`src/rtl/alu_pkg.sv`:
```
package alu_pkg;

    localparam logic [6:0] FN_ADDL    = 7'h00;
    localparam logic [6:0] FN_S4ADDL  = 7'h02;
    localparam logic [6:0] FN_S8ADDL  = 7'h12;
    localparam logic [6:0] FN_SUBL    = 7'h09;
    localparam logic [6:0] FN_S4SUBL  = 7'h0B;
    localparam logic [6:0] FN_S8SUBL  = 7'h1B;
    localparam logic [6:0] FN_ADDQ    = 7'h20;
    localparam logic [6:0] FN_S4ADDQ  = 7'h22;
    localparam logic [6:0] FN_S8ADDQ  = 7'h32;
    localparam logic [6:0] FN_SUBQ    = 7'h29;
    localparam logic [6:0] FN_S4SUBQ  = 7'h2B;
    localparam logic [6:0] FN_S8SUBQ  = 7'h3B;
    localparam logic [6:0] FN_ADDL_V  = 7'h40;
    localparam logic [6:0] FN_SUBL_V  = 7'h49;
    localparam logic [6:0] FN_ADDQ_V  = 7'h60;
    localparam logic [6:0] FN_SUBQ_V  = 7'h69;
    localparam logic [6:0] FN_CMPEQ   = 7'h2D;
    localparam logic [6:0] FN_CMPLT   = 7'h4D;
    localparam logic [6:0] FN_CMPLE   = 7'h6D;
    localparam logic [6:0] FN_CMPULT  = 7'h1D;
    localparam logic [6:0] FN_CMPULE  = 7'h3D;
    localparam logic [6:0] FN_BYTEGE  = 7'h0F;

    typedef enum logic [1:0] {
        CL_NONE  = 2'd0,
        CL_ARITH = 2'd1,
        CL_CMP   = 2'd2,
        CL_BYTE  = 2'd3
    } op_class_e;

    typedef enum logic [2:0] {
        CMP_EQ  = 3'd0,
        CMP_SLT = 3'd1,
        CMP_SLE = 3'd2,
        CMP_ULT = 3'd3,
        CMP_ULE = 3'd4
    } cmp_sel_e;

    typedef struct packed {
        op_class_e  cls;
        cmp_sel_e   cmp;
        logic       sub;
        logic       is_long;
        logic [1:0] shamt;
        logic       trap;
    } op_dec_t;

    function automatic op_dec_t decode_func(input logic [6:0] f);
        op_dec_t d;
        d.cls     = CL_NONE;
        d.cmp     = CMP_EQ;
        d.sub     = 1'b0;
        d.is_long = 1'b0;
        d.shamt   = 2'd0;
        d.trap    = 1'b0;
        case (f)
            FN_ADDL:   begin d.cls = CL_ARITH; d.is_long = 1'b1; end
            FN_S4ADDL: begin d.cls = CL_ARITH; d.is_long = 1'b1; d.shamt = 2'd2; end
            FN_S8ADDL: begin d.cls = CL_ARITH; d.is_long = 1'b1; d.shamt = 2'd3; end
            FN_SUBL:   begin d.cls = CL_ARITH; d.is_long = 1'b1; d.sub = 1'b1; end
            FN_S4SUBL: begin d.cls = CL_ARITH; d.is_long = 1'b1; d.sub = 1'b1; d.shamt = 2'd2; end
            FN_S8SUBL: begin d.cls = CL_ARITH; d.is_long = 1'b1; d.sub = 1'b1; d.shamt = 2'd3; end
            FN_ADDQ:   begin d.cls = CL_ARITH; end
            FN_S4ADDQ: begin d.cls = CL_ARITH; d.shamt = 2'd2; end
            FN_S8ADDQ: begin d.cls = CL_ARITH; d.shamt = 2'd3; end
            FN_SUBQ:   begin d.cls = CL_ARITH; d.sub = 1'b1; end
            FN_S4SUBQ: begin d.cls = CL_ARITH; d.sub = 1'b1; d.shamt = 2'd2; end
            FN_S8SUBQ: begin d.cls = CL_ARITH; d.sub = 1'b1; d.shamt = 2'd3; end
            FN_ADDL_V: begin d.cls = CL_ARITH; d.is_long = 1'b1; d.trap = 1'b1; end
            FN_SUBL_V: begin d.cls = CL_ARITH; d.is_long = 1'b1; d.sub = 1'b1; d.trap = 1'b1; end
            FN_ADDQ_V: begin d.cls = CL_ARITH; d.trap = 1'b1; end
            FN_SUBQ_V: begin d.cls = CL_ARITH; d.sub = 1'b1; d.trap = 1'b1; end
            FN_CMPEQ:  begin d.cls = CL_CMP; d.cmp = CMP_EQ;  end
            FN_CMPLT:  begin d.cls = CL_CMP; d.cmp = CMP_SLT; end
            FN_CMPLE:  begin d.cls = CL_CMP; d.cmp = CMP_SLE; end
            FN_CMPULT: begin d.cls = CL_CMP; d.cmp = CMP_ULT; end
            FN_CMPULE: begin d.cls = CL_CMP; d.cmp = CMP_ULE; end
            FN_BYTEGE: begin d.cls = CL_BYTE; end
            default:   begin d.cls = CL_NONE; end
        endcase
        return d;
    endfunction

endpackage

```
`src/rtl/alu_addsub.sv`:
```
module alu_addsub #(
    parameter int DATA_W = 64
) (
    input  logic [DATA_W-1:0] a,
    input  logic [DATA_W-1:0] b,
    input  logic              sub,
    input  logic              is_long,
    input  logic [1:0]        shamt,
    output logic [DATA_W-1:0] res,
    output logic              ovf_raw
);
    localparam int HALF_W = DATA_W / 2;

    logic [DATA_W-1:0] a_sc;
    logic [DATA_W-1:0] full;
    logic [HALF_W-1:0] low;
    logic              sgn_a, sgn_b, sgn_r;

    always_comb begin
        a_sc = a << shamt;
        full = sub ? (a_sc - b) : (a_sc + b);
        low  = full[HALF_W-1:0];
        res  = is_long ? {{(DATA_W-HALF_W){low[HALF_W-1]}}, low} : full;

        // sign bits at the width of the operation
        sgn_a = is_long ? a_sc[HALF_W-1] : a_sc[DATA_W-1];
        sgn_b = is_long ? b[HALF_W-1]    : b[DATA_W-1];
        sgn_r = is_long ? low[HALF_W-1]  : full[DATA_W-1];

        if (sub) ovf_raw = (sgn_a != sgn_b) && (sgn_r != sgn_a);
        else     ovf_raw = (sgn_a == sgn_b) && (sgn_r != sgn_a);
    end

endmodule

```
`src/rtl/alu_cmp.sv`:
```
module alu_cmp #(
    parameter int DATA_W = 64
) (
    input  logic [DATA_W-1:0]  a,
    input  logic [DATA_W-1:0]  b,
    input  alu_pkg::cmp_sel_e  sel,
    output logic               hit
);
    import alu_pkg::*;

    logic eq, slt, ult;

    always_comb begin
        eq  = (a == b);
        slt = ($signed(a) < $signed(b));
        ult = (a < b);
        case (sel)
            CMP_EQ:  hit = eq;
            CMP_SLT: hit = slt;
            CMP_SLE: hit = slt | eq;
            CMP_ULT: hit = ult;
            CMP_ULE: hit = ult | eq;
            default: hit = 1'b0;
        endcase
    end

endmodule

```
`src/rtl/alu_bytecmp.sv`:
```
module alu_bytecmp #(
    parameter int DATA_W = 64,
    parameter int LANE_W = 8,
    parameter int LANES  = DATA_W / LANE_W
) (
    input  logic [DATA_W-1:0] a,
    input  logic [DATA_W-1:0] b,
    output logic [LANES-1:0]  mask
);
    for (genvar i = 0; i < LANES; i++) begin : g_lane
        assign mask[i] = (a[i*LANE_W +: LANE_W] >= b[i*LANE_W +: LANE_W]);
    end

endmodule

```
`src/rtl/int_scaled_alu.sv`:
```
module int_scaled_alu #(
    parameter int DATA_W = 64,
    parameter int LIT_W  = 8,
    parameter int LANE_W = 8
) (
    input  logic              clk,
    input  logic              rst,
    input  logic              in_valid,
    input  logic [6:0]        func,
    input  logic [DATA_W-1:0] opa,
    input  logic [DATA_W-1:0] opb,
    input  logic              lit_en,
    input  logic [LIT_W-1:0]  lit,
    output logic              out_valid,
    output logic [DATA_W-1:0] result,
    output logic              ovf
);
    import alu_pkg::*;

    localparam int LANES  = DATA_W / LANE_W;
    localparam int HALF_W = DATA_W / 2;

    op_dec_t           dec;
    logic [DATA_W-1:0] b_eff;
    logic [DATA_W-1:0] arith_res;
    logic              arith_ovf;
    logic              cmp_hit;
    logic [LANES-1:0]  byte_mask;
    logic [DATA_W-1:0] res_nxt;

    always_comb begin
        dec   = decode_func(func);
        b_eff = lit_en ? {{(DATA_W-LIT_W){1'b0}}, lit} : opb;
    end

    alu_addsub #(.DATA_W(DATA_W)) u_addsub (
        .a       (opa),
        .b       (b_eff),
        .sub     (dec.sub),
        .is_long (dec.is_long),
        .shamt   (dec.shamt),
        .res     (arith_res),
        .ovf_raw (arith_ovf)
    );

    alu_cmp #(.DATA_W(DATA_W)) u_cmp (
        .a   (opa),
        .b   (b_eff),
        .sel (dec.cmp),
        .hit (cmp_hit)
    );

    alu_bytecmp #(.DATA_W(DATA_W), .LANE_W(LANE_W), .LANES(LANES)) u_bytecmp (
        .a    (opa),
        .b    (b_eff),
        .mask (byte_mask)
    );

    always_comb begin
        case (dec.cls)
            CL_ARITH: res_nxt = arith_res;
            CL_CMP:   res_nxt = {{(DATA_W-1){1'b0}}, cmp_hit};
            CL_BYTE:  res_nxt = {{(DATA_W-LANES){1'b0}}, byte_mask};
            default:  res_nxt = '0;
        endcase
    end

    always_ff @(posedge clk) begin
        if (rst) begin
            out_valid <= 1'b0;
            ovf       <= 1'b0;
            result    <= '0;
        end else begin
            out_valid <= in_valid;
            ovf       <= in_valid & dec.trap & arith_ovf;
            if (in_valid) result <= res_nxt;
        end
    end

    // output valid tracks the input one clock later
    a_r1_valid_follow: assert property (@(posedge clk) disable iff (rst)
        in_valid |=> out_valid);
    a_r1_idle_follow: assert property (@(posedge clk) disable iff (rst)
        !in_valid |=> !out_valid);

    // only trapping codes can flag overflow
    a_r6_no_overflow: assert property (@(posedge clk) disable iff (rst)
        (in_valid && !dec.trap) |=> !ovf);

    // longword results are sign-extended
    a_r4_sext: assert property (@(posedge clk) disable iff (rst)
        (in_valid && dec.cls == CL_ARITH && dec.is_long)
        |=> (result[DATA_W-1:HALF_W] == {(DATA_W-HALF_W){result[HALF_W-1]}}));

    // compares give 0 or 1
    a_r7_bool: assert property (@(posedge clk) disable iff (rst)
        (in_valid && dec.cls == CL_CMP) |=> (result[DATA_W-1:1] == '0));

    // byte compare leaves upper bits clear
    a_r8_upper_zero: assert property (@(posedge clk) disable iff (rst)
        (in_valid && dec.cls == CL_BYTE) |=> (result[DATA_W-1:LANES] == '0));

    // unknown codes give zero and no overflow
    a_r10_unknown_zero: assert property (@(posedge clk) disable iff (rst)
        (in_valid && dec.cls == CL_NONE) |=> (result == '0 && !ovf));

endmodule

```
`config.mk`:
```
export PLATFORM = sky130hd
export DESIGN_NAME = int_scaled_alu
export DESIGN_NICKNAME = d
export VERILOG_FILES = /design/src/rtl/alu_pkg.sv /design/src/rtl/alu_addsub.sv /design/src/rtl/alu_cmp.sv /design/src/rtl/alu_bytecmp.sv /design/src/rtl/int_scaled_alu.sv
export SDC_FILE = /design/constraint.sdc
export NUM_CORES = 1
export LEC_CHECK = 0
export BUFFER_PORTS_ARGS = -buffer_cell sky130_fd_sc_hd__buf_4
export CORE_MARGIN = 8
export CORE_UTILIZATION = 33
export DETAILED_ROUTE_END_ITERATION = 7
export PLACE_DENSITY = 0.49
export SETUP_SLACK_MARGIN = 0.3
export SLEW_MARGIN = 20
export SYNTH_ARGS = -nofsm -noshare
export SYNTH_HDL_FRONTEND = slang
export SYNTH_SLANG_ARGS = --single-unit
```
`constraint.sdc`:
```
create_clock -name clk -period 16 [get_ports clk]
set_input_delay 1.6 -clock clk [delete_from_list [all_inputs] [get_ports clk]]
set_output_delay 1.6 -clock clk [all_outputs]
set_load 0.005 [all_outputs]
```
== Word-level counts from Yosys, hierarchy flattened ==
Cells that the tools add are included.
Word-level totals
  flip-flop bits (word level): 66
Cells by class
  add/subtract/negate cells: 2
  $lt $le $gt $ge: 10
  eq/ne operators: 32
  shift operators: 1
  multiplexer cells: 15
  bitwise gates (word level): 4
  reduce and logical (&&, ||, !) cells: 11
Operators with widths (count)
  $mux W64: 3
  $pmux W64 S3: 1
  $lt A64 B64 Y1: 2
  $add A64 B64 Y64: 1
  $eq A64 B64 Y1: 1
  $ge A8 B8 Y1: 8
  $shl A64 B2 Y64: 1
  $sub A64 B64 Y64: 1
  $eq A7 B6 Y1 const B: 8
  $eq A7 B7 Y1 const B: 6
  $eq A7 B4 Y1 const B: 3
  $eq A7 B5 Y1 const B: 3
  $reduce_or A16 Y1: 1
  $reduce_or A8 Y1: 2
  $pmux W3 S4: 1
  $reduce_or A4 Y1: 3
  $eq A7 B2 Y1 const B: 1
  $logic_not A7 Y1: 1
  $mux W1: 7
  $eq A3 B2 Y1 const B: 2
  $pmux W2 S3: 1
  $pmux W1 S5: 1
  $reduce_or A5 Y1: 1
  $eq A2 B2 Y1 const B: 2
  10 further kinds: 14

== Longest topological paths before layout ==
Gate-level depths: netlist (run 1).
  depth after elaboration: 11
  mapped depth: 26

== By module ==
Synthesis (run 1) repeated with hierarchy kept, for this count alone.
Second synthesis, totals
  cell total of the unflattened synthesis: 1751
  area total of the unflattened synthesis: 13441.6 µm²
Modules (own cells, without submodules)
  alu_addsub: times used 1, cells an instance 914, area each 6895.4 µm², sequential area each 0.0 µm²
  int_scaled_alu: times used 1, cells an instance 397, area each 3230.6 µm², sequential area each 1321.3 µm²
  alu_cmp: times used 1, cells an instance 240, area each 1734.2 µm², sequential area each 0.0 µm²
  alu_bytecmp: times used 1, cells an instance 200, area each 1581.5 µm², sequential area each 0.0 µm²

== Least setup slack after synthesis (run 1) ==
Ideal clock, no wire load.
  path kind: input to register
  start point: input port lit_en
  end point: register result[59]
  arrival time: 6.799 ns
  data required time: 15.866 ns
  slack: 9.067 ns
  stages: 24
  cell sequence: buf_4 buf_4 clkbuf_1 clkbuf_1 mux2i_1 ha_1 o211ai_2 or2_2 and4bb_2 nand3_1 o41ai_1 xnor2_1 ha_1 clkbuf_1 and3_1 a221oi_1 o21ai_0 a221o_1 a21o_1 a21oi_1 o21ai_0 a211o_1 nand2_1 a211oi_1
Between the ends
  word-level cells in the longest chain between the ends: 5
  elaborated cells on any way between the ends: 6
  classes of those cells: 2 x add/sub; 4 x mux
Ends and longest elaborated chain
  start, declared: line int_scaled_alu.sv:12  | input logic lit_en,
  $mux W64 *: line int_scaled_alu.sv:33  | b_eff = lit_en ? {{(DATA_W-LIT_W){1'b0}}, lit} : opb;
  $add A64 B64 Y64 or $sub A64 B64 Y64 (tied branches): line alu_addsub.sv:21  | full = sub ? (a_sc - b) : (a_sc + b);
  $mux W64 *: line alu_addsub.sv:21
  $mux W64 *: line alu_addsub.sv:23  | res = is_long ? {{(DATA_W-HALF_W){low[HALF_W-1]}}, low} : full;
  $pmux W64 S3 *: line int_scaled_alu.sv:60  | case (dec.cls)
  end signal, assigned: line int_scaled_alu.sv:76  | if (in_valid) result <= res_nxt;
  end, declared: line int_scaled_alu.sv:15  | output logic [DATA_W-1:0] result,
Every way passes the cells marked *; elsewhere a longest branch is shown, timed or not.
A chain may end at the register's enable or synchronous reset.

== Worst setup path in the final report (run 1) ==
  start point: input port lit_en
  end point: register result[50]
Same word-level chain as after synthesis.

==> impl_metrics.env, run 1 <==
export IMPL_outcome="finished, final reports clean"
export IMPL_place_hpwl_um=40900
export IMPL_postSynthCellCount=1612
export IMPL_yosysTopAreaCellShare=0.150
export IMPL_yosysTopAreaCell="ha_1"
export IMPL_finalNetCount=2051
export IMPL_avgSynthCellArea_um2=7.01
export IMPL_wl_per_cell_um=22.3
export IMPL_clockBufferDepth=2
export IMPL_drv_slew=0
export IMPL_die_y_um=201
export IMPL_critPathMaxFanout=43
export IMPL_core_rowCount=67
export IMPL_crit_required_ns=16.32
export IMPL_hold_viol_final=0
export IMPL_setup_viol=0
export IMPL_grt_max_degree=87
export IMPL_ioPinCount=213
export IMPL_fp_coreArea_um2=33600
export IMPL_clkSinkCount=66
export IMPL_finalWorstSetupSlack_ns=8.54
export IMPL_synth_async_reset_ratio=0
export IMPL_synth_cell_types=80
export IMPL_grt_use_total=0.234
export IMPL_antenna_cells=0
export IMPL_crit_type="in -> reg"
export IMPL_maxCapViolCount=0
export IMPL_drt_iter0_drc=836
export IMPL_max_freq_mhz=134
export IMPL_synthFlopType="dfxtp_1"
export IMPL_first_global_vias=12400
export IMPL_htreeDepth=3
export IMPL_routed_wl_um=49500
export IMPL_synth_area_um2=11300
export IMPL_tritoncts="done"
export IMPL_clk_pin_slew_ns=0.07
export IMPL_grt_overflow=0
export IMPL_start_util=0.336
export IMPL_synth_nets=1895
export IMPL_setup_tns_ns=0
export IMPL_place_congestion=0.929
export IMPL_critPathCaptureType="register"
export IMPL_holdBufCountCts=0
export IMPL_cts_setup_buffers=0
export IMPL_yosysSeqAreaShare=0.117
export IMPL_p_leak_nw=6.26
export IMPL_peakVddDrop_mv=0.0660
export IMPL_yosysWarnings=0
export IMPL_crit_arrival_ns=7.78
export IMPL_via_per_inst=5.68
export IMPL_grt_antenna_before_repair=2
export IMPL_finClkSkew_ns=0
export IMPL_dp_slack_ns=8.35
export IMPL_ys_top_cells_by_area="ha_1, dfxtp_1, nand2_1"
export IMPL_grt_pass1_wl_um=74500
export IMPL_worstMarginPinSlew_ns=1.01
export IMPL_drc=0
export IMPL_dr_total_vias=12600
export IMPL_cts_buffers=9
export IMPL_fin_area_um2=13600
export IMPL_relSlewSlack=0.322
export IMPL_ctsRootBufferMaster="clkbuf_16"
export IMPL_ant_nets=0
export IMPL_postPlaceCellArea_um2=13300
export IMPL_die_area_um2=40400
export IMPL_p_total_w=0.000830
export IMPL_ys_seq_elements=66
export IMPL_fin_crit_sh=0.466
export IMPL_io_buffers=212
export IMPL_rsz0062_at_grt="false"
export IMPL_layout_drive_gt1_share=0.157
export IMPL_fp_dieW_um=201
export IMPL_hold_path_class="reg -> reg"
export IMPL_fin_crit_ns=7.46
export IMPL_powerDensity_nw_per_um2=61.3
export IMPL_post_cts_resized=0
export IMPL_synth_edf_count=0
export IMPL_drtPass1Iterations=5
export IMPL_worstSkewPairLatency_ns=0.37
export IMPL_syn2layout_area_growth_pct=20.0
export IMPL_cp_start_kind="input pin"
## report_power, final
group	total, W	switching [W]	internal (W)
combinational	0.000443	0.000269	0.000174
clock	0.000216	0.0000937	0.000122
sequential	0.000172	0.00000284	0.000169
## placed cells by master (no fill, tap or decap), drive strengths merged, types with 9 or more instances in the layout
master | Yosys | routed
buf | 12 | 225
nand2 | 222 | 222
o21ai | 162 | 162
a21oi | 151 | 151
ha | 135 | 135
nor2 | 124 | 124
xnor2 | 78 | 78
mux2i | 74 | 74
a21o | 68 | 68
dfxtp | 66 | 66
inv | 42 | 44
nand4 | 37 | 37
xor2 | 32 | 32
nand2b | 30 | 30
nor3 | 29 | 29
nand3 | 27 | 27
a22oi | 24 | 24
a31oi | 23 | 23
nor2b | 20 | 20
o21bai | 16 | 16
a211oi | 15 | 15
o31ai | 15 | 15
and3 | 13 | 13
o211ai | 12 | 12
clkbuf | 68 | 9
nor4 | 9 | 9
## sequential cells by signal, summed over array words and instances, names as in the netlist
signal     count
out_valid      1
ovf            1
result        64
## cell usage after synthesis (7+ instances only)
cell type,count
nand2_1,222
o21ai_0,161
a21oi_1,151
ha_1,135
nor2_1,123
xnor2_1,78
mux2i_1,73
a21o_1,68
clkbuf_1,67
dfxtp_1,66
inv_1,41
nand4_1,37
xor2_1,32
nand2b_1,30
nor3_1,27
nand3_1,26
a22oi_1,24
a31oi_1,23
nor2b_1,20
o21bai_1,16
a211oi_1,15
o31ai_1,13
and3_1,12
o211ai_1,11
or2_2,8
nor4_1,7
or3_1,7
## cell families (layout without fill, tap and decap cells)
| logic type | count (synthesis) | count (layout) | share of synthesized area |
|---|---|---|---|
| compound gates | 549 | 549 | 0.304 |
| simple gates | 554 | 554 | 0.233 |
| fa+ha+maj | 136 | 136 | 0.151 |
| mux | 75 | 75 | 0.0677 |
| buf+inv | 122 | 283 | 0.0419 |
| flops | 66 | 66 | 0.117 |
| xor+xnor | 110 | 110 | 0.0853 |
## metrics by stage
step	hold WS [ns]	cells	util
after detailed placement	0.429	2205	0.394
after floorplan	0.435	1612	-
after CTS	0.438	2221	0.403
after global placement	0.426	2205	0.394
after global routing	0.452	2221	0.403
final	0.436	2221	0.403
## metal layers
| layer | up-vias | GRT usage | share of wire |
|---|---|---|---|
| met3 | 51 | 0.0479 | 0.063 |
| li1 | 6222 | - | - |
| met2 | 404 | 0.379 | 0.45 |
| met4 | 2 | 0.0573 | 0.019 |
| met1 | 5931 | 0.314 | 0.46 |
| met5 | - | 0 | 0.00026 |
## final timing paths
check,from,end,slack [ns],cells after the start
max,lit_en,result[50],8.54,22
min,result[39],result[39],0.44,2
max reg2reg,result[60],result[60],14.88,3
min reg2reg,result[39],result[39],0.44,2
## critical path: stages
cell and delay (ns):
buf_4 0.45, mux2i_1 0.37, ha_1 0.27, o211ai_2 0.16
or2_2 0.37, and4bb_2 0.36, nand3_1 0.18, nor3_1 0.17
o21ai_0 0.09, o21ai_0 0.12, a22oi_1 0.14, ha_1 0.46
nand2_1 0.21, o21ai_0 0.41, nor2_1 0.09, and3_1 0.24
o32ai_2 0.59, xor2_1 0.43, o21ai_0 0.13, buf_4 0.22
nor3_1 0.51, a221o_1 0.20
## cell type report
| class | instances | area, um2 |
|---|---|---|
| clock buffer | 9 | 225 |
| clock inverter | 7 | 77.6 |
| fill | 3654 | 20100 |
| tap | 448 | 561 |
| sequential | 66 | 1320 |
| inverter | 42 | 158 |
| multi-input combinational | 1424 | 9520 |
| timing repair buffer | 225 | 1690 |
No activity file was read; power rests on OpenSTA's default activity.
==> run 2, diff against run 1 <==
ABC_AREA = 1   (was default)
PLACE_DENSITY = 0.5   (was 0.49)
clock period = 6.6 ns   (was 16 ns; I/O delays follow)
==> run 2 against run 1 <==
Compared with the run above:
- synthesized area is 16% higher
- clock-buffer cell count is 1 higher
- critical path depth is 1 higher
- combinational power grew to 2.7 times the previous value
- sequential share of layout area is 1.2 points lower
- critical endpoint is now result[46]
- sequential power is 140% higher
- clock power is 150% higher
- clock skew stayed put
- first-iteration DRC count is 65% higher
==> impl_metrics.env, run 2 <==
export IMPL_outcome="finished, final reports clean"
export IMPL_max_freq_mhz=180
export IMPL_synth_common_cells="nand2_1, inv_1, nor2_1, a21oi_1, o21ai_0"
export IMPL_crit_arrival_ns=5.83
export IMPL_min_to="result[17]"
export IMPL_synth_cell_types=55
export IMPL_layout_drive_gt1_share=0.124
export IMPL_fin_crit_sh=0.841
export IMPL_min_from="result[17]"
export IMPL_hold_viol_final=0
export IMPL_ys_top_cells_by_area="nand2_1, ha_1, inv_1"
export IMPL_mostFrequentLayoutCells="nand2_1, inv_1, nor2_1, buf_4, a21oi_1"
export IMPL_finalWorstSetupSlack_ns=1.05
export IMPL_cts_setup_buffers=0
export IMPL_postPlaceCellArea_um2=15100
export IMPL_top_register="result"
export IMPL_intPower_w=0.00115
export IMPL_synth_nets=2624
export IMPL_clk_pin_slew_ns=0.07
export IMPL_grt_antenna_before_repair=2
export IMPL_setup_tns_ns=0
export IMPL_syn2layout_area_growth_pct=18.4
export IMPL_dp_slack_ns=0.746
export IMPL_r2r_end="result[63]"
export IMPL_maxCapViolCount=0
export IMPL_core_rowCount=73
export IMPL_switching_power_w=0.00101
export IMPL_holdBufCountCts=0
export IMPL_r2r_worst_path_cells=2
export IMPL_crit_type="in -> reg"
export IMPL_first_global_vias=15200
export IMPL_cts_buffers=9
export IMPL_crit_required_ns=6.88
export IMPL_reg2reg_slack_ns=5.84
export IMPL_cp_start_kind="input pin"
export IMPL_rsz0062_at_grt="false"
export IMPL_drc=0
export IMPL_wl_per_cell_um=19.7
export IMPL_p_sw_frac=0.468
export IMPL_ioPinCount=213
export IMPL_powerDensity_nw_per_um2=139
export IMPL_critPathMaxFanout=51
export IMPL_io_buffers=212
export IMPL_clockBufferDepth=2
export IMPL_drt_iter0_drc=1376
export IMPL_avgSynthCellArea_um2=5.58
export IMPL_synth_async_reset_ratio=0
export IMPL_timing_rr_start="result[63]"
export IMPL_synth_edf_count=0
export IMPL_combPwrFrac=0.561
export IMPL_worstSkewPairLatency_ns=0.34
export IMPL_ant_nets=0
export IMPL_clkSinkCount=66
export IMPL_place_congestion=0.984
export IMPL_drv_slew=0
export IMPL_tritoncts="done"
export IMPL_finClkSkew_ns=0
export IMPL_grt_max_degree=66
export IMPL_antenna_cells=0
export IMPL_fin_crit_ns=5.55
export IMPL_start_util=0.332
export IMPL_die_area_um2=46200
export IMPL_fin_area_um2=15500
export IMPL_drtPass1Iterations=7
export IMPL_hold_path_class="reg -> reg"
export IMPL_critPathCaptureType="register"
export IMPL_synth_most_common_cell="nand2_1"
export IMPL_largest_register_ffs=64
export IMPL_p_leak_nw=7.75
export IMPL_synth_area_um2=13100
export IMPL_peakVddDrop_mv=0.110
export IMPL_htreeDepth=3
export IMPL_routed_wl_um=60000
export IMPL_yosysSeqAreaShare=0.101
export IMPL_power_share_sequential=0.193
export IMPL_holdPathStages=2
export IMPL_setup_viol=0
export IMPL_fp_dieW_um=215
export IMPL_postSynthCellCount=2341
export IMPL_die_y_um=215
export IMPL_grt_pass1_wl_um=90800
export IMPL_ys_seq_elements=66
export IMPL_fp_coreArea_um2=39400
export IMPL_p_total_w=0.00216
export IMPL_yosysTopAreaCell="nand2_1"
export IMPL_layout_commonest_cell="nand2_1"
export IMPL_yosysTopAreaCellShare=0.171
export IMPL_filler_cell_count=4514
export IMPL_via_per_inst=5.17
export IMPL_dr_total_vias=15800
export IMPL_ctsRootBufferMaster="clkbuf_16"
export IMPL_relSlewSlack=0.338
export IMPL_yosysWarnings=0
export IMPL_grt_use_total=0.250
export IMPL_finalNetCount=2798
export IMPL_grt_overflow=0
export IMPL_clkPwrFrac=0.246
export IMPL_worstMarginPinSlew_ns=0.982
export IMPL_top_regs="result x64, out_valid x1, ovf x1"
export IMPL_place_hpwl_um=52000
export IMPL_synthFlopType="dfxtp_1"
export IMPL_post_cts_resized=0
## run 2: changes by cell type in the layout (fill, tap and decap cells not counted), moves of 67 or more
| cell | before | now |
|---|---|---|
| mux2i_1 | 73 | 0 |
| xnor2_1 | 78 | 11 |
| nand2_1 | 222 | 593 |
| inv_1 | 40 | 355 |
| nor2_1 | 122 | 288 |
| nand3_1 | 26 | 135 |
## run 2: worst max-delay path: stages
cell and delay [ns]:
buf_4 0.22, inv_4 0.58, o21ai_2 0.21, nor2_4 0.19, nand4_4 0.14, or2_2 0.33
or2_2 0.29, o21ai_0 0.22, xnor2_1 0.13, ha_1 0.43, nand2_1 0.13, nor2_1 0.26
and2_1 0.17, nand2_1 0.05, nand2_1 0.16, inv_1 0.09, o21ai_2 0.24, xor2_1 0.22
or2_1 0.25, nand2_1 0.10, inv_2 0.41, nand2_1 0.16, a21oi_1 0.16
## run 2: layout make-up
class,instances,area [um2],area share
Multi-Input combinational cell,1850,10100,0.653
Timing Repair Buffer,226,1700,0.110
Inverter,362,1360,0.0881
Sequential cell,66,1320,0.0855
Tap cell,525,657,0.0425
Clock buffer,10,239,0.0155
Clock inverter,6,90.1,0.00583
## run 2: through the flow
| step | utilization | hold slack [ns] | instances |
|---|---|---|---|
| 2_1_floorplan | - | 0.462 | 2341 |
| 3_3_place_gp | 0.384 | 0.453 | 3029 |
| 3_5_place_dp | 0.384 | 0.457 | 3029 |
| 4_1_cts | 0.393 | 0.465 | 3045 |
| 5_1_grt | 0.393 | 0.477 | 3045 |
| 6_report | 0.393 | 0.462 | 3045 |
## run 2: logic make-up after synthesis
group / count (synthesis) / synth area share
adder cells (fa/ha/maj): 136 / 0.131
AND/OR/NAND/NOR: 1138 / 0.373
XOR/XNOR: 77 / 0.0517
flip-flops: 66 / 0.101
buffers and inverters: 425 / 0.126
AO/OA/AOI/OAI: 498 / 0.215
multiplexers: 1 / 0.00172
## run 2: per-layer routing
layer / part of all wire / vias up / track usage
met3: 0.066 / 58 / 0.0347
met1: 0.49 / 7214 / 0.366
met4: 0.022 / 2 / 0.0638
met2: 0.42 / 543 / 0.379
met5: 0.00020 / - / 0
li1: - / 7940 / -
## run 2: power groups by stage
stage	logic [W]	registers (W)	clock network [W]
after detailed placement	0.00118	0.000425	0
final	0.00121	0.000416	0.000530
after global placement	0.00119	0.000425	0
after global routing	0.00134	0.000417	0.000561
after CTS	0.00119	0.000416	0.000546
after floorplan	0.000734	0.000425	0
## run 2: worst max-delay path by stage
stage	start	end	slack, ns	depth (start not counted)
5_1_grt	lit_en	result[37]	0.59	25
4_1_cts	lit_en	result[46]	1.10	23
6_report	lit_en	result[46]	1.05	23
2_1_floorplan	lit_en	result[37]	2.45	23
3_3_place_gp	lit_en	result[46]	0.79	23
3_5_place_dp	lit_en	result[46]	0.75	23
==> run 3, diff against run 2 <==
PLACE_DENSITY = 0.48   (was 0.5)
clock period = 5.6 ns   (was 6.6 ns; I/O delays follow)
==> run 3 against run 2 <==
Compared with the run above:
- cell count grew 0.62%
- clock-buffer cell count up 1
- final area rose by 1.2%
- combinational power is 20% higher
- non-clock buffer count is 21 higher
- critical path type unchanged
- critical endpoint is now result[60]
- largest cell class unchanged
==> impl_metrics.env, run 3 (same netlist as run 2, synthesis figures left out) <==
export IMPL_relSlewSlack=0.469
export IMPL_grt_use_total=0.255
export IMPL_grt_util_met1=0.377
export IMPL_layout_commonest_cell="nand2_1"
export IMPL_ioPinCount=213
export IMPL_max_freq_mhz=200
export IMPL_ant_nets=0
export IMPL_finClkSkew_ns=0
export IMPL_fp_dieW_um=215
export IMPL_use_met2=0.399
export IMPL_combPwrFrac=0.573
export IMPL_place_hpwl_um=52900
export IMPL_clkPwrFrac=0.234
export IMPL_hold_path_class="reg -> reg"
export IMPL_crit_type="in -> reg"
export IMPL_largest_register_ffs=64
export IMPL_dr_total_vias=15700
export IMPL_critPathCaptureType="register"
export IMPL_cts_setup_buffers=0
export IMPL_worstMarginPinSlew_ns=0.797
export IMPL_power_share_sequential=0.194
export IMPL_wl_per_cell_um=19.7
export IMPL_drt_iter0_drc=1262
export IMPL_first_global_vias=15400
export IMPL_clockBufferDepth=2
export IMPL_setup_viol=0
export IMPL_peakVddDrop_mv=0.154
export IMPL_die_y_um=215
export IMPL_grt_antenna_before_repair=1
export IMPL_cp_start_kind="input pin"
export IMPL_fin_crit_ns=5.01
export IMPL_drtPass1Iterations=5
export IMPL_routed_wl_um=60500
export IMPL_grt_overflow=0
export IMPL_place_congestion=0.964
export IMPL_core_rowCount=73
export IMPL_postPlaceCellArea_um2=15300
export IMPL_syn2layout_area_growth_pct=19.8
export IMPL_worstSkewPairLatency_ns=0.34
export IMPL_tritoncts="done"
export IMPL_grt_pass1_wl_um=92400
export IMPL_clkSinkCount=66
export IMPL_finalNetCount=2819
export IMPL_io_buffers=212
export IMPL_switching_power_w=0.00117
export IMPL_fin_area_um2=15600
export IMPL_crit_arrival_ns=5.20
export IMPL_drc=0
export IMPL_p_sw_frac=0.461
export IMPL_powerDensity_nw_per_um2=162
export IMPL_drv_slew=0
export IMPL_utilization=0.397
export IMPL_filler_cell_count=4531
export IMPL_htreeDepth=3
export IMPL_top_regs="result x64, out_valid x1, ovf x1"
export IMPL_mostFrequentLayoutCells="nand2_1, inv_1, nor2_1, buf_4, a21oi_1"
export IMPL_top_register="result"
export IMPL_crit_required_ns=5.79
export IMPL_rsz0062_at_grt="true"
export IMPL_gr_usage_met3=0.0267
export IMPL_holdWs_ns=0.460
export IMPL_critPathMaxFanout=28
export IMPL_ctsRootBufferMaster="clkbuf_16"
export IMPL_p_leak_nw=7.86
export IMPL_cts_buffers=9
export IMPL_outcome="finished, final reports clean"
export IMPL_start_util=0.332
export IMPL_antenna_cells=0
export IMPL_intPower_w=0.00137
export IMPL_p_total_w=0.00254
export IMPL_fp_coreArea_um2=39400
export IMPL_layout_drive_gt1_share=0.131
export IMPL_hold_viol_final=0
export IMPL_grt_max_degree=119
export IMPL_top_usage_layer="met2"
export IMPL_maxCapViolCount=0
export IMPL_fin_crit_sh=0.894
export IMPL_via_per_inst=5.12
export IMPL_clk_pin_slew_ns=0.05
export IMPL_die_area_um2=46200
==> run 3: cell count changes in the layout (fill, tap and decap cells not counted), sizes merged <==
| cell | change |
|---|---|
| clkinvlp | -1 |
| clkbuf | +1 |
| clkinv | -2 |
| buf | +21 |
==> run 3: final timing paths <==
path / start / endpoint / slack, ns / depth (start not counted)
worst max register to register: result[15] / result[15] / 4.92 / 2
worst min-delay path: result[39] / result[39] / 0.46 / 2
worst min register to register: result[39] / result[39] / 0.46 / 2
worst max-delay path: lit_en / result[60] / 0.59 / 21
==> run 3: per-stage QoR <==
step / setup slack [ns] / setup TNS (ns) / std cells
floorplan: 1.55 / 0 / 2341
global placement: -0.0313 / -0.0313 / 3050
detailed placement: -0.102 / -0.102 / 3050
CTS: 0.481 / 0 / 3064
global route: 0.235 / 0 / 3064
finish: 0.594 / 0 / 3064
==> run 3: layer usage <==
layer  share of wire  up-vias  routed length, um
met2            0.43      454              26100
li1                -     7980                  -
met1            0.50     7225              30300
met4          0.0099        0                602
met3           0.058       34               3510
met5               0        -                  0
==> run 3: final cells by class <==
| class | instances | area [um2] | share of cell area |
|---|---|---|---|
| multi-input combinational | 1850 | 10100 | 0.647 |
| timing repair buffer | 247 | 1870 | 0.119 |
| inverter | 362 | 1370 | 0.0874 |
| sequential | 66 | 1320 | 0.0845 |
| tap | 525 | 657 | 0.0420 |
| clock buffer | 11 | 243 | 0.0155 |
| clock inverter | 3 | 65.1 | 0.00416 |
==> run 3: power groups by stage <==
stage | sequential, W | combinational (W) | clock (W)
after floorplan | 0.000501 | 0.000865 | 0
after global placement | 0.000500 | 0.00143 | 0
after detailed placement | 0.000501 | 0.00142 | 0
after CTS | 0.000491 | 0.00143 | 0.000608
after global routing | 0.000492 | 0.00161 | 0.000632
final | 0.000491 | 0.00145 | 0.000592
==> run 3: worst max-delay path: stages <==
cell	delay, ns
buf_4	0.31
inv_6	0.22
buf_4	0.29
o21ai_0	0.24
nand3_1	0.21
or4_1	0.60
o21ai_1	0.25
nand2_1	0.12
xor2_1	0.17
ha_1	0.38
a21o_1	0.23
a31oi_1	0.21
o21ai_0	0.23
a21oi_1	0.24
nand3_1	0.27
nand2_1	0.15
inv_1	0.05
o21bai_1	0.12
nand3_1	0.16
nand2_1	0.11
a21oi_1	0.05
==> run 3: repair_timing <==
item / CTS / global route
setup endpoints to repair: 1 / 32
hold buffers: 0 / 0
resized for setup: 1 / 7
